### src/rtl/seg_ea_pkg.sv
// Package: shared encodings for the segmented address generator.
// Assumes the decoder presents mode and register codes in these encodings.
package seg_ea_pkg;

    typedef enum logic [2:0] {
        AM_IMM      = 3'd0,
        AM_REG      = 3'd1,
        AM_DIRECT   = 3'd2,
        AM_RIND     = 3'd3,
        AM_RREL     = 3'd4,
        AM_BIDX     = 3'd5,
        AM_BIDX_REL = 3'd6,
        AM_RSVD     = 3'd7
    } amode_e;

    typedef enum logic [1:0] {
        RS_BX = 2'd0,
        RS_BP = 2'd1,
        RS_SI = 2'd2,
        RS_DI = 2'd3
    } rsel_e;

endpackage

### src/rtl/seg_ea_operand_sel.sv
// Module: seg_ea_operand_sel
// Picks the up-to-three address terms for the requested mode and judges the
// register combination. It also reports whether BP takes part in the address.
// Assumes register codes per seg_ea_pkg. Unused terms are driven to zero.
module seg_ea_operand_sel
    import seg_ea_pkg::*;
#(
    parameter int AW  = 16,
    parameter int DNW = 8
) (
    input  logic [2:0]    mode_i,
    input  logic [1:0]    ra_i,
    input  logic [1:0]    rb_i,
    input  logic          disp_wide_i,
    input  logic [AW-1:0] disp_i,
    input  logic [AW-1:0] bx_i,
    input  logic [AW-1:0] bp_i,
    input  logic [AW-1:0] si_i,
    input  logic [AW-1:0] di_i,
    output logic [AW-1:0] term_a_o,
    output logic [AW-1:0] term_b_o,
    output logic [AW-1:0] term_c_o,
    output logic          use_ss_o,
    output logic          mem_o,
    output logic          nomem_o,
    output logic          illegal_o
);

    localparam int EXT_W = AW - DNW;

    logic [AW-1:0] disp_ext;
    logic [AW-1:0] reg_a_val;
    logic [AW-1:0] reg_b_val;
    logic          pair_ok;

    // Purpose: widen a short displacement by copying its sign bit.
    always_comb begin
        if (disp_wide_i) disp_ext = disp_i;
        else             disp_ext = {{EXT_W{disp_i[DNW-1]}}, disp_i[DNW-1:0]};
    end

    // Purpose: fetch the value of the register each select names.
    always_comb begin
        unique case (ra_i)
            RS_BX:   reg_a_val = bx_i;
            RS_BP:   reg_a_val = bp_i;
            RS_SI:   reg_a_val = si_i;
            default: reg_a_val = di_i;
        endcase
        unique case (rb_i)
            RS_BX:   reg_b_val = bx_i;
            RS_BP:   reg_b_val = bp_i;
            RS_SI:   reg_b_val = si_i;
            default: reg_b_val = di_i;
        endcase
    end

    // Purpose: a base must be BX or BP and an index must be SI or DI.
    assign pair_ok = (ra_i == RS_BX || ra_i == RS_BP) &&
                     (rb_i == RS_SI || rb_i == RS_DI);

    // Purpose: route terms and classify the request by mode.
    always_comb begin
        term_a_o  = '0;
        term_b_o  = '0;
        term_c_o  = '0;
        use_ss_o  = 1'b0;
        mem_o     = 1'b0;
        nomem_o   = 1'b0;
        illegal_o = 1'b0;
        case (mode_i)
            AM_IMM, AM_REG: nomem_o = 1'b1;
            AM_DIRECT: begin
                term_a_o = disp_i;
                mem_o    = 1'b1;
            end
            AM_RIND: begin
                if (ra_i == RS_BP) begin
                    illegal_o = 1'b1;
                end else begin
                    term_a_o = reg_a_val;
                    mem_o    = 1'b1;
                end
            end
            AM_RREL: begin
                term_a_o = reg_a_val;
                term_c_o = disp_ext;
                use_ss_o = (ra_i == RS_BP);
                mem_o    = 1'b1;
            end
            AM_BIDX, AM_BIDX_REL: begin
                if (!pair_ok) begin
                    illegal_o = 1'b1;
                end else begin
                    term_a_o = reg_a_val;
                    term_b_o = reg_b_val;
                    term_c_o = (mode_i == AM_BIDX_REL) ? disp_ext : '0;
                    use_ss_o = (ra_i == RS_BP);
                    mem_o    = 1'b1;
                end
            end
            default: illegal_o = 1'b1;
        endcase
    end

    // Purpose: register indirect must never yield an address from BP.
    always_comb begin
        if (mode_i == AM_RIND && mem_o) begin
            a_r5_no_bp_indirect: assert (ra_i != RS_BP);
        end
    end

endmodule

### src/rtl/seg_ea_seg_mux.sv
// Module: seg_ea_seg_mux
// Chooses the segment value: the override wins, otherwise stack when BP is
// involved, otherwise data. Assumes all segment inputs are stable with the request.
module seg_ea_seg_mux #(
    parameter int AW = 16
) (
    input  logic          use_ss_i,
    input  logic          ovr_en_i,
    input  logic [AW-1:0] ds_i,
    input  logic [AW-1:0] ss_i,
    input  logic [AW-1:0] ovr_i,
    output logic [AW-1:0] seg_o
);

    // Purpose: priority pick of the segment source.
    always_comb begin
        if (ovr_en_i)      seg_o = ovr_i;
        else if (use_ss_i) seg_o = ss_i;
        else               seg_o = ds_i;
    end

endmodule

### src/rtl/seg_ea_adder.sv
// Module: seg_ea_adder
// Adds the three EA terms with wrap at AW bits, then adds the segment shifted
// left by SHIFT bits with wrap at AW+SHIFT bits. Purely combinational.
module seg_ea_adder #(
    parameter int AW    = 16,
    parameter int SHIFT = 4
) (
    input  logic [AW-1:0]       term_a_i,
    input  logic [AW-1:0]       term_b_i,
    input  logic [AW-1:0]       term_c_i,
    input  logic [AW-1:0]       seg_i,
    output logic [AW-1:0]       ea_o,
    output logic [AW+SHIFT-1:0] pa_o
);

    localparam int PAW = AW + SHIFT;

    logic [PAW-1:0] seg_base;
    logic [PAW-1:0] ea_wide;

    // Purpose: effective address, carries beyond AW bits discarded.
    assign ea_o = term_a_i + term_b_i + term_c_i;

    // Purpose: place segment and offset in the physical address space.
    assign seg_base = {seg_i, {SHIFT{1'b0}}};
    assign ea_wide  = {{SHIFT{1'b0}}, ea_o};
    assign pa_o     = seg_base + ea_wide;

endmodule

### src/rtl/seg_ea_unit.sv
// Module: seg_ea_unit (top)
// Registers one address result per request. Outputs are a one-cycle answer to
// req_valid and are quiet otherwise. Address buses are zero unless addr_valid.
// Assumes synchronous active-low reset and inputs stable around the rising edge.
module seg_ea_unit #(
    parameter int AW    = 16,
    parameter int SHIFT = 4,
    parameter int DNW   = 8,
    parameter int PAW   = AW + SHIFT
) (
    input  logic           clk,
    input  logic           rst_n,
    input  logic           req_valid,
    input  logic [2:0]     mode,
    input  logic [1:0]     reg_a_sel,
    input  logic [1:0]     reg_b_sel,
    input  logic           disp_wide,
    input  logic [AW-1:0]  disp,
    input  logic [AW-1:0]  bx_val,
    input  logic [AW-1:0]  bp_val,
    input  logic [AW-1:0]  si_val,
    input  logic [AW-1:0]  di_val,
    input  logic [AW-1:0]  ds_seg,
    input  logic [AW-1:0]  ss_seg,
    input  logic           ovr_en,
    input  logic [AW-1:0]  ovr_seg,
    output logic           addr_valid,
    output logic           no_mem,
    output logic           illegal_mode,
    output logic [AW-1:0]  ea,
    output logic [PAW-1:0] pa
);

    logic [AW-1:0]  t_a, t_b, t_c;
    logic           use_ss, is_mem, is_nomem, is_ill;
    logic [AW-1:0]  seg_sel;
    logic [AW-1:0]  ea_comb;
    logic [PAW-1:0] pa_comb;

    seg_ea_operand_sel #(.AW(AW), .DNW(DNW)) opsel_i (
        .mode_i      (mode),
        .ra_i        (reg_a_sel),
        .rb_i        (reg_b_sel),
        .disp_wide_i (disp_wide),
        .disp_i      (disp),
        .bx_i        (bx_val),
        .bp_i        (bp_val),
        .si_i        (si_val),
        .di_i        (di_val),
        .term_a_o    (t_a),
        .term_b_o    (t_b),
        .term_c_o    (t_c),
        .use_ss_o    (use_ss),
        .mem_o       (is_mem),
        .nomem_o     (is_nomem),
        .illegal_o   (is_ill)
    );

    seg_ea_seg_mux #(.AW(AW)) segmux_i (
        .use_ss_i (use_ss),
        .ovr_en_i (ovr_en),
        .ds_i     (ds_seg),
        .ss_i     (ss_seg),
        .ovr_i    (ovr_seg),
        .seg_o    (seg_sel)
    );

    seg_ea_adder #(.AW(AW), .SHIFT(SHIFT)) adder_i (
        .term_a_i (t_a),
        .term_b_i (t_b),
        .term_c_i (t_c),
        .seg_i    (seg_sel),
        .ea_o     (ea_comb),
        .pa_o     (pa_comb)
    );

    // Purpose: capture one result per request; stay quiet when idle.
    always_ff @(posedge clk) begin
        if (!rst_n || !req_valid) begin
            addr_valid   <= 1'b0;
            no_mem       <= 1'b0;
            illegal_mode <= 1'b0;
            ea           <= '0;
            pa           <= '0;
        end else begin
            addr_valid   <= is_mem;
            no_mem       <= is_nomem;
            illegal_mode <= is_ill;
            ea           <= is_mem ? ea_comb : '0;
            pa           <= is_mem ? pa_comb : '0;
        end
    end

    // Purpose: at most one result flag at a time.
    a_r13_flags_exclusive: assert property (@(posedge clk) disable iff (!rst_n)
        $onehot0({addr_valid, no_mem, illegal_mode}));

    // Purpose: address buses are zero without a valid address.
    a_r13_zero_when_invalid: assert property (@(posedge clk) disable iff (!rst_n)
        !addr_valid |-> (ea == '0 && pa == '0));

    // Purpose: an idle cycle leaves quiet outputs after the edge.
    a_r2_idle_quiet: assert property (@(posedge clk) disable iff (!rst_n)
        !req_valid |=> (!addr_valid && !no_mem && !illegal_mode));

    // Purpose: the shifted segment cannot touch the low SHIFT bits.
    a_r3_low_bits_match: assert property (@(posedge clk) disable iff (!rst_n)
        addr_valid |-> (pa[SHIFT-1:0] == ea[SHIFT-1:0]));

endmodule

### config.mk
export PLATFORM = sky130hd
export DESIGN_NAME = seg_ea_unit
export DESIGN_NICKNAME = d
export VERILOG_FILES = /design/src/rtl/seg_ea_pkg.sv /design/src/rtl/seg_ea_operand_sel.sv /design/src/rtl/seg_ea_seg_mux.sv /design/src/rtl/seg_ea_adder.sv /design/src/rtl/seg_ea_unit.sv
export SDC_FILE = /design/constraint.sdc
export NUM_CORES = 1
export LEC_CHECK = 0
export ABC_AREA = 0
export BUFFER_PORTS_ARGS = -buffer_cell sky130_fd_sc_hd__buf_2
export CAP_MARGIN = 30
export CELL_PAD_IN_SITES_DETAIL_PLACEMENT = 1
export CELL_PAD_IN_SITES_GLOBAL_PLACEMENT = 1
export CORE_ASPECT_RATIO = 1.75
export CORE_MARGIN = 2
export CORE_UTILIZATION = 30
export DETAILED_ROUTE_END_ITERATION = 6
export HOLD_SLACK_MARGIN = 0.1
export PLACE_DENSITY = 0.84
export SYNTH_ARGS = -nofsm -noshare
export SYNTH_HDL_FRONTEND = slang
export SYNTH_SLANG_ARGS = --single-unit
### constraint.sdc
create_clock -name clk -period 5.8 [get_ports clk]
set_input_delay 0.58 -clock clk [delete_from_list [all_inputs] [get_ports clk]]
set_output_delay 0.58 -clock clk [all_outputs]
set_load 0.01 [all_outputs]
* Word level (Yosys, flattened, before mapping)
Index checks and enable logic that the tools add are counted.
Operators by class: add/sub/neg operators 3, $mul 0, div/mod/pow operators 0, order comparisons 0, equality and inequality tests 11, shifts and indexed selects 0, mux-type cells 22, bitwise logic cells 1, reductions and logical operators 14
Operators with widths (count):
- 16-bit two-way mux | 9
- 16-bit case mux with 3 select lines | 2
- 16-bit case mux with 4 select lines | 1
- 16-bit adder | 2
- 16-bit case mux with 2 select lines | 1
- 20-bit by 16-bit adder with 20-bit output | 1
- 3-bit equality test (second input constant) | 3
- 2-bit OR reduction | 4
- 2-bit equality test (second input constant) | 3
- 3-bit by 2-bit equality test with 1-bit output (second input constant) | 2
- 1-bit two-way mux | 6
- 1-bit case mux with 3 select lines | 2
- 2-bit by 1-bit equality test with 1-bit output (second input constant) | 2
- 2-bit logical NOT | 2
- 4-bit OR reduction | 1
- 3-bit by 1-bit equality test with 1-bit output (second input constant) | 1
- 3-bit logical NOT | 1
- 1-bit logical OR | 3
- 1-bit logical NOT | 2
- 1-bit case mux with 2 select lines | 1
- 1-bit logical AND | 1
- 1-bit NOT | 1
Storage, ports and cells: register bits 39, latch bits 0, bits in writable memories 0, memory bits (read-only) 0, input port bits 140, output and inout port bits 39, word-level logic and storage cells 56, memories kept 0

* Logic depth before layout (Yosys ltp)
depth after elaboration 8, mapped depth 26, gate-level depth less buffers 24

* Cells and area by module
From an unflattened synthesis, not the netlist that was laid out.
Second synthesis, totals: cell total of the unflattened synthesis 506, area, all modules 4782.1 µm²
By module, submodules not included:
- seg_ea_adder | instances 1, cells an instance 208, area an instance 1704.1 µm², seq. area each 0.0 µm²
- seg_ea_operand_sel | instances 1, cells an instance 156, area an instance 1540.2 µm², seq. area each 0.0 µm²
- seg_ea_unit | instances 1, cells an instance 89, area an instance 1192.4 µm², seq. area each 780.7 µm²
- seg_ea_seg_mux | instances 1, cells an instance 53, area an instance 345.3 µm², seq. area each 0.0 µm²

* Worst setup path before layout
No wires, ideal clock.
path kind input to register, start point input port reg_b_sel[0], end point register pa[19], setup time 0.073 ns, data arrival time 5.819 ns, required time 5.727 ns, path slack -0.092 ns, cell stages on the path 24, path buffers 2, cell sequence clkbuf_1 buf_1 mux4_2 nand2_1 fa_1 inv_1 ha_1 inv_1 fa_1 nor2b_4 o31a_1 o21a_1 nor2_1 xnor2_1 ha_1 nand2_1 o21ai_0 o31ai_1 nor2b_1 mux2_4 o32ai_2 o211a_4 or4b_4 o211ai_2
Between the ends: cells in the longest elaborated chain, start to end 8, elaborated cells between the ends (all ways) 24, those cells by class add/sub (3); eq/ne (3); mux (13); bitwise (1); reduce/logical (4)
Ends and longest elaborated chain:
- start: declaration | line seg_ea_unit.sv:16 | input logic [1:0] reg_b_sel,
- 2-bit equality test (on tied branches) | line seg_ea_operand_sel.sv:50, seg_ea_operand_sel.sv:60
- 1-bit logical OR | line seg_ea_operand_sel.sv:60 | (rb_i == RS_SI || rb_i == RS_DI);
- 1-bit logical AND | line seg_ea_operand_sel.sv:59 | assign pair_ok = (ra_i == RS_BX || ra_i == RS_BP) &&
- 16-bit two-way mux | line seg_ea_operand_sel.sv:92 | if (!pair_ok) begin
- 16-bit case mux with 4 select lines / 16-bit two-way mux (equally long branches) | line seg_ea_operand_sel.sv:71 | case (mode_i)
- 16-bit adder | line seg_ea_adder.sv:22 | assign ea_o = term_a_i + term_b_i + term_c_i;
- 16-bit adder (*) | line seg_ea_adder.sv:22
- net adder_i.ea_o[7] | line seg_ea_adder.sv:12 | output logic [AW-1:0] ea_o,
- 20-bit by 16-bit adder with 20-bit output (*) | line seg_ea_adder.sv:27 | assign pa_o = seg_base + ea_wide;
- end signal: assignment | line seg_ea_unit.sv:90 | pa <= is_mem ? pa_comb : '0;
- end: declaration | line seg_ea_unit.sv:31 | output logic [PAW-1:0] pa
Mark *: on every way through the listed nets, which the timed path passes. The rest lies on a longest branch. A chain may end at the register's enable or synchronous reset.

* Worst setup path after layout
start point input port reg_a_sel[0], end point register pa[19]
Between the ends: cells in the longest elaborated chain, start to end 8, elaborated cells between the ends (all ways) 25, those cells by class add/sub (3); eq/ne (2); mux (15); bitwise (1); reduce/logical (4)
Ends and longest elaborated chain:
- start: declaration | line seg_ea_unit.sv:15 | input logic [1:0] reg_a_sel,
- branches (longest 6 deep; another with 16-bit adder)
- 16-bit adder (*) | line seg_ea_adder.sv:22
- net adder_i.ea_o[9] | line seg_ea_adder.sv:12
- 20-bit by 16-bit adder with 20-bit output (*) | line seg_ea_adder.sv:27
Mark *: on every way through the listed nets, which the timed path passes.

==> summary.md <==
| Metric | Value |
|---|---|
| Largest stage delay on the critical path | `0.54 ns` |
| Hold bufs inserted after CTS | `0` |
| Type of the tightest min-delay check | `in -> reg` |
| Slew headroom | `0.544` |
| Clock net sink count | `35` |
| Run status | `finished clean` |
| Syn nets | `655` |
| Initial detailed-routing violation count | `150` |
| Number of hold violations in the final report | `0` |
| Avg Vias per Cell | `5.19` |
| Final hold slack | `0.569 ns` |
| Number of synthesized register bits | `35` |
| Floorplan die area | `15500 sq um` |
| Maximum frequency from static timing analysis | `180 MHz` |
| Final WL | `14800 microns` |
| Portion of total power attributed to the clock network | `0.327` |
| Number of I/O port buffers | `178` |
| Post-synthesis to final-layout area growth | `31.5%` |
| Number of antenna violations at the first check in global routing | `2` |
| Leakage power summed over all cells | `2.85 nW` |
| Asr flop ratio synth | `0` |
| Post-synth top area cell | `mux4_2` |
| Global router's overall resource usage | `0.195` |
| Primary FF master, synth | `dfxtp_1` |
| Final critical-path share of the clock period | `0.959` |
| Final cell count without fillers | `836` |
| Core footprint | `14300 sq um` |
| Final Max Tran Viols | `0` |
| Slew at the pin with the worst max-slew slack | `0.683 ns` |
| Drt pass-1 iters | `4` |
| Cell-by-cell listing of the critical path | `buf_2 -> buf_4 -> mux4_2 -> a22oi_1 -> fa_1 -> inv_1 -> ha_1 -> nor2b_4 -> o31a_1 -> buf_4 -> o21ai_2 -> o21bai_1 -> xor2_1 -> ha_1 -> o21a_1 -> o31ai_2 -> nor2b_1 -> mux2_4 -> o32ai_4 -> o211a_4 -> or4b_4 -> o211ai_2` |
| Power spent charging and discharging nets | `0.000352 W` |
| Critical Path RT | `6.01 ns` |
| Internal power contribution | `0.000713 W` |
| Starting utilization of the core area | `0.305` |
| Hold Path Stages | `2` |
| Weighted congestion reported at the end of routability-driven placement | `0.855` |
| Number of instances in the synthesized netlist | `473` |
| Number of buffers added by the clock tree synthesis step | `5` |
| Area share of and/or/nand/nor cells after synthesis | `0.162` |
| Most used standard cells in the synthesized netlist | `nand2_1, dfxtp_1, inv_1, mux4_2, o21ai_0` |
| Synth Warn # | `0` |
| Sort of element at the end of the critical path | `flip-flop` |
| Number of placed cells counting well taps | `823` |
| Netlist area before placement | `4360 sq um` |
| Yosys cell types | `70` |
| Share of total power in combinational logic | `0.437` |
| Wirelength per Cell | `17.7 microns` |
| Filler cells | `1751` |
| Via total after detailed routing | `4335` |
| Proportion of power drawn by flip-flops and latches | `0.236` |
| Buffers from clock root to sink, at most | `2` |
| Number of max-cap violations | `0` |
| Gr ovfl total | `0` |
| Critical Path Slowest Stage Cell | `mux4_2` |
| Power Dens Cells | `186 nW/um^2` |
| Largest delay contributor family on the critical path | `compound AO/OA/AOI/OAI gates` |
| Sequential-to-total area share from yosys stat | `0.161` |
| Adder and majority gate portion of the synthesized area | `0.152` |
| Critical path depth | `22` |
| Synth Area in XOR/XNOR | `0.0439` |
| Clock tree from TritonCTS | `built` |
| Top-count cell post-synth | `nand2_1` |
| Die Ht | `163 microns` |
| Number of core rows | `58` |
| Final Core Density | `0.401` |
| Share of layout cells above drive strength 1 | `0.414` |
| Overall power of the completed layout | `0.00106 W` |
| Multiplexer share of the synthesized area | `0.210` |
| Total negative setup slack | `0 ns` |
| Buffer cell driving the clock tree root | `clkbuf_16` |
| Maximum number of pins on one net before global-route repair | `33` |
| Count of flip-flops with a built-in enable after synthesis | `0` |
| Reg clk slew, reported paths | `0.06 ns` |
| Io pins | `179` |
| Switch share | `0.330` |
| DP Wirelength | `13000 microns` |
| Final setup violation count | `0` |
| Avg Inst Size Synth | `9.21 sq um` |
| CTS H-tree depth | `2` |
| Critical Path Source Type | `input port` |
| Width of the die | `95.1 microns` |
| Crit path time final | `5.56 ns` |
| Final net count | `835` |
| Dominant combinational cell family by area after synthesis | `compound AO/OA/AOI/OAI gates` |
| Share of the synthesized area in the top cell type | `0.165` |
| CP arrival | `5.77 ns` |
| Most area-consuming cells after synthesis | `mux4_2, dfxtp_1, fa_1` |
| CP Max Fanout | `9` |
| Kind of critical path | `in -> reg` |
| First-pass GRT wire length | `23400 microns` |
| Via count of the first global-routing pass | `4774` |
| Worst supply voltage drop on vdd | `98.0 uV` |
| Antenna Violating Nets Remaining | `0` |
| DRC violations left | `0` |
| Synth Area in Compound Gates | `0.213` |
| Number of buffer and inverter stages on the critical path | `4` |
## state kept, by name, indices dropped and copies added (netlist names)
| signal | flops |
|---|---|
| pa | 16 |
| addr_valid | 1 |
| ea | 16 |
| no_mem | 1 |
| illegal_mode | 1 |
## cells by family (layout without fill, tap and decap cells)
kind of cell / Yosys count / after routing
and+or+nand+nor: 142 / 142
AOI/OAI and AO/OA: 122 / 122
buffers and inverters: 59 / 240
muxes: 51 / 51
adders and majority gates: 43 / 43
DFF: 35 / 35
xor gates and xnor gates: 21 / 21
other: 0 / 2
## worst paths after layout
| path | start | to |
|---|---|---|
| setup / recovery | reg_a_sel[0] | pa[19] |
| hold / removal | mode[2] | no_mem |
## layout by cell type, fill, tap and decap left out, types with 11 or more instances in the layout
master / n
dfxtp_1: 35
o21ai_0: 27
ha_1: 25
fa_1: 16
nor2_1: 25
buf_2: 178
a22oi_1: 11
xnor2_1: 14
nand2_1: 51
and2_1: 26
a21oi_1: 16
mux2i_1: 18
mux4_2: 32
inv_1: 33
buf_4: 20
## layer usage
layer  part of all wire  vias to the layer above  track usage  routed length (microns)
li1                   -                     2084            -                        -
met1               0.32                     2087        0.178                     4750
met2               0.59                      127        0.391                     8690
met3              0.041                       37       0.0244                      613
met4              0.052                        0        0.111                      770
met5                  0                        -            0                        0
## final cells by class
| cell class | instances | area [sq um] | share of cell area |
|---|---|---|---|
| repair buffers | 198 | 1040 | 0.182 |
| clock inverters | 3 | 67.6 | 0.0118 |
| diodes | 2 | 5.00 | 0.000873 |
| inverters | 34 | 128 | 0.0223 |
| well taps | 180 | 225 | 0.0393 |
| flip-flops and latches | 35 | 701 | 0.122 |
| clock buffers | 5 | 125 | 0.0218 |
| multi-input cells | 379 | 3440 | 0.600 |
## power by group through the flow
stage                     clock (W)  combinational [W]  sequential (W)
after floorplan                   0           0.000300        0.000262
after global placement            0           0.000441        0.000257
after detailed placement          0           0.000456        0.000257
after CTS                  0.000354           0.000459        0.000252
after global routing       0.000364           0.000515        0.000252
final                      0.000348           0.000465        0.000252
## per-stage QoR
stage | instance area (sq um) | setup slack, ns
after CTS | 5670 | 0.227
after floorplan | 4360 | 0.00223
after global placement | 5480 | 0.0976
final | 5730 | 0.241
after global routing | 5730 | -0.0522
after detailed placement | 5480 | -0.0609
## repair_timing
action | in CTS | in global routing
gates resized for setup | 0 | 6
buffers inserted | 0 | 3
setup endpoints to repair | 0 | 5
Note: power is estimated with default switching activity, not from simulation.
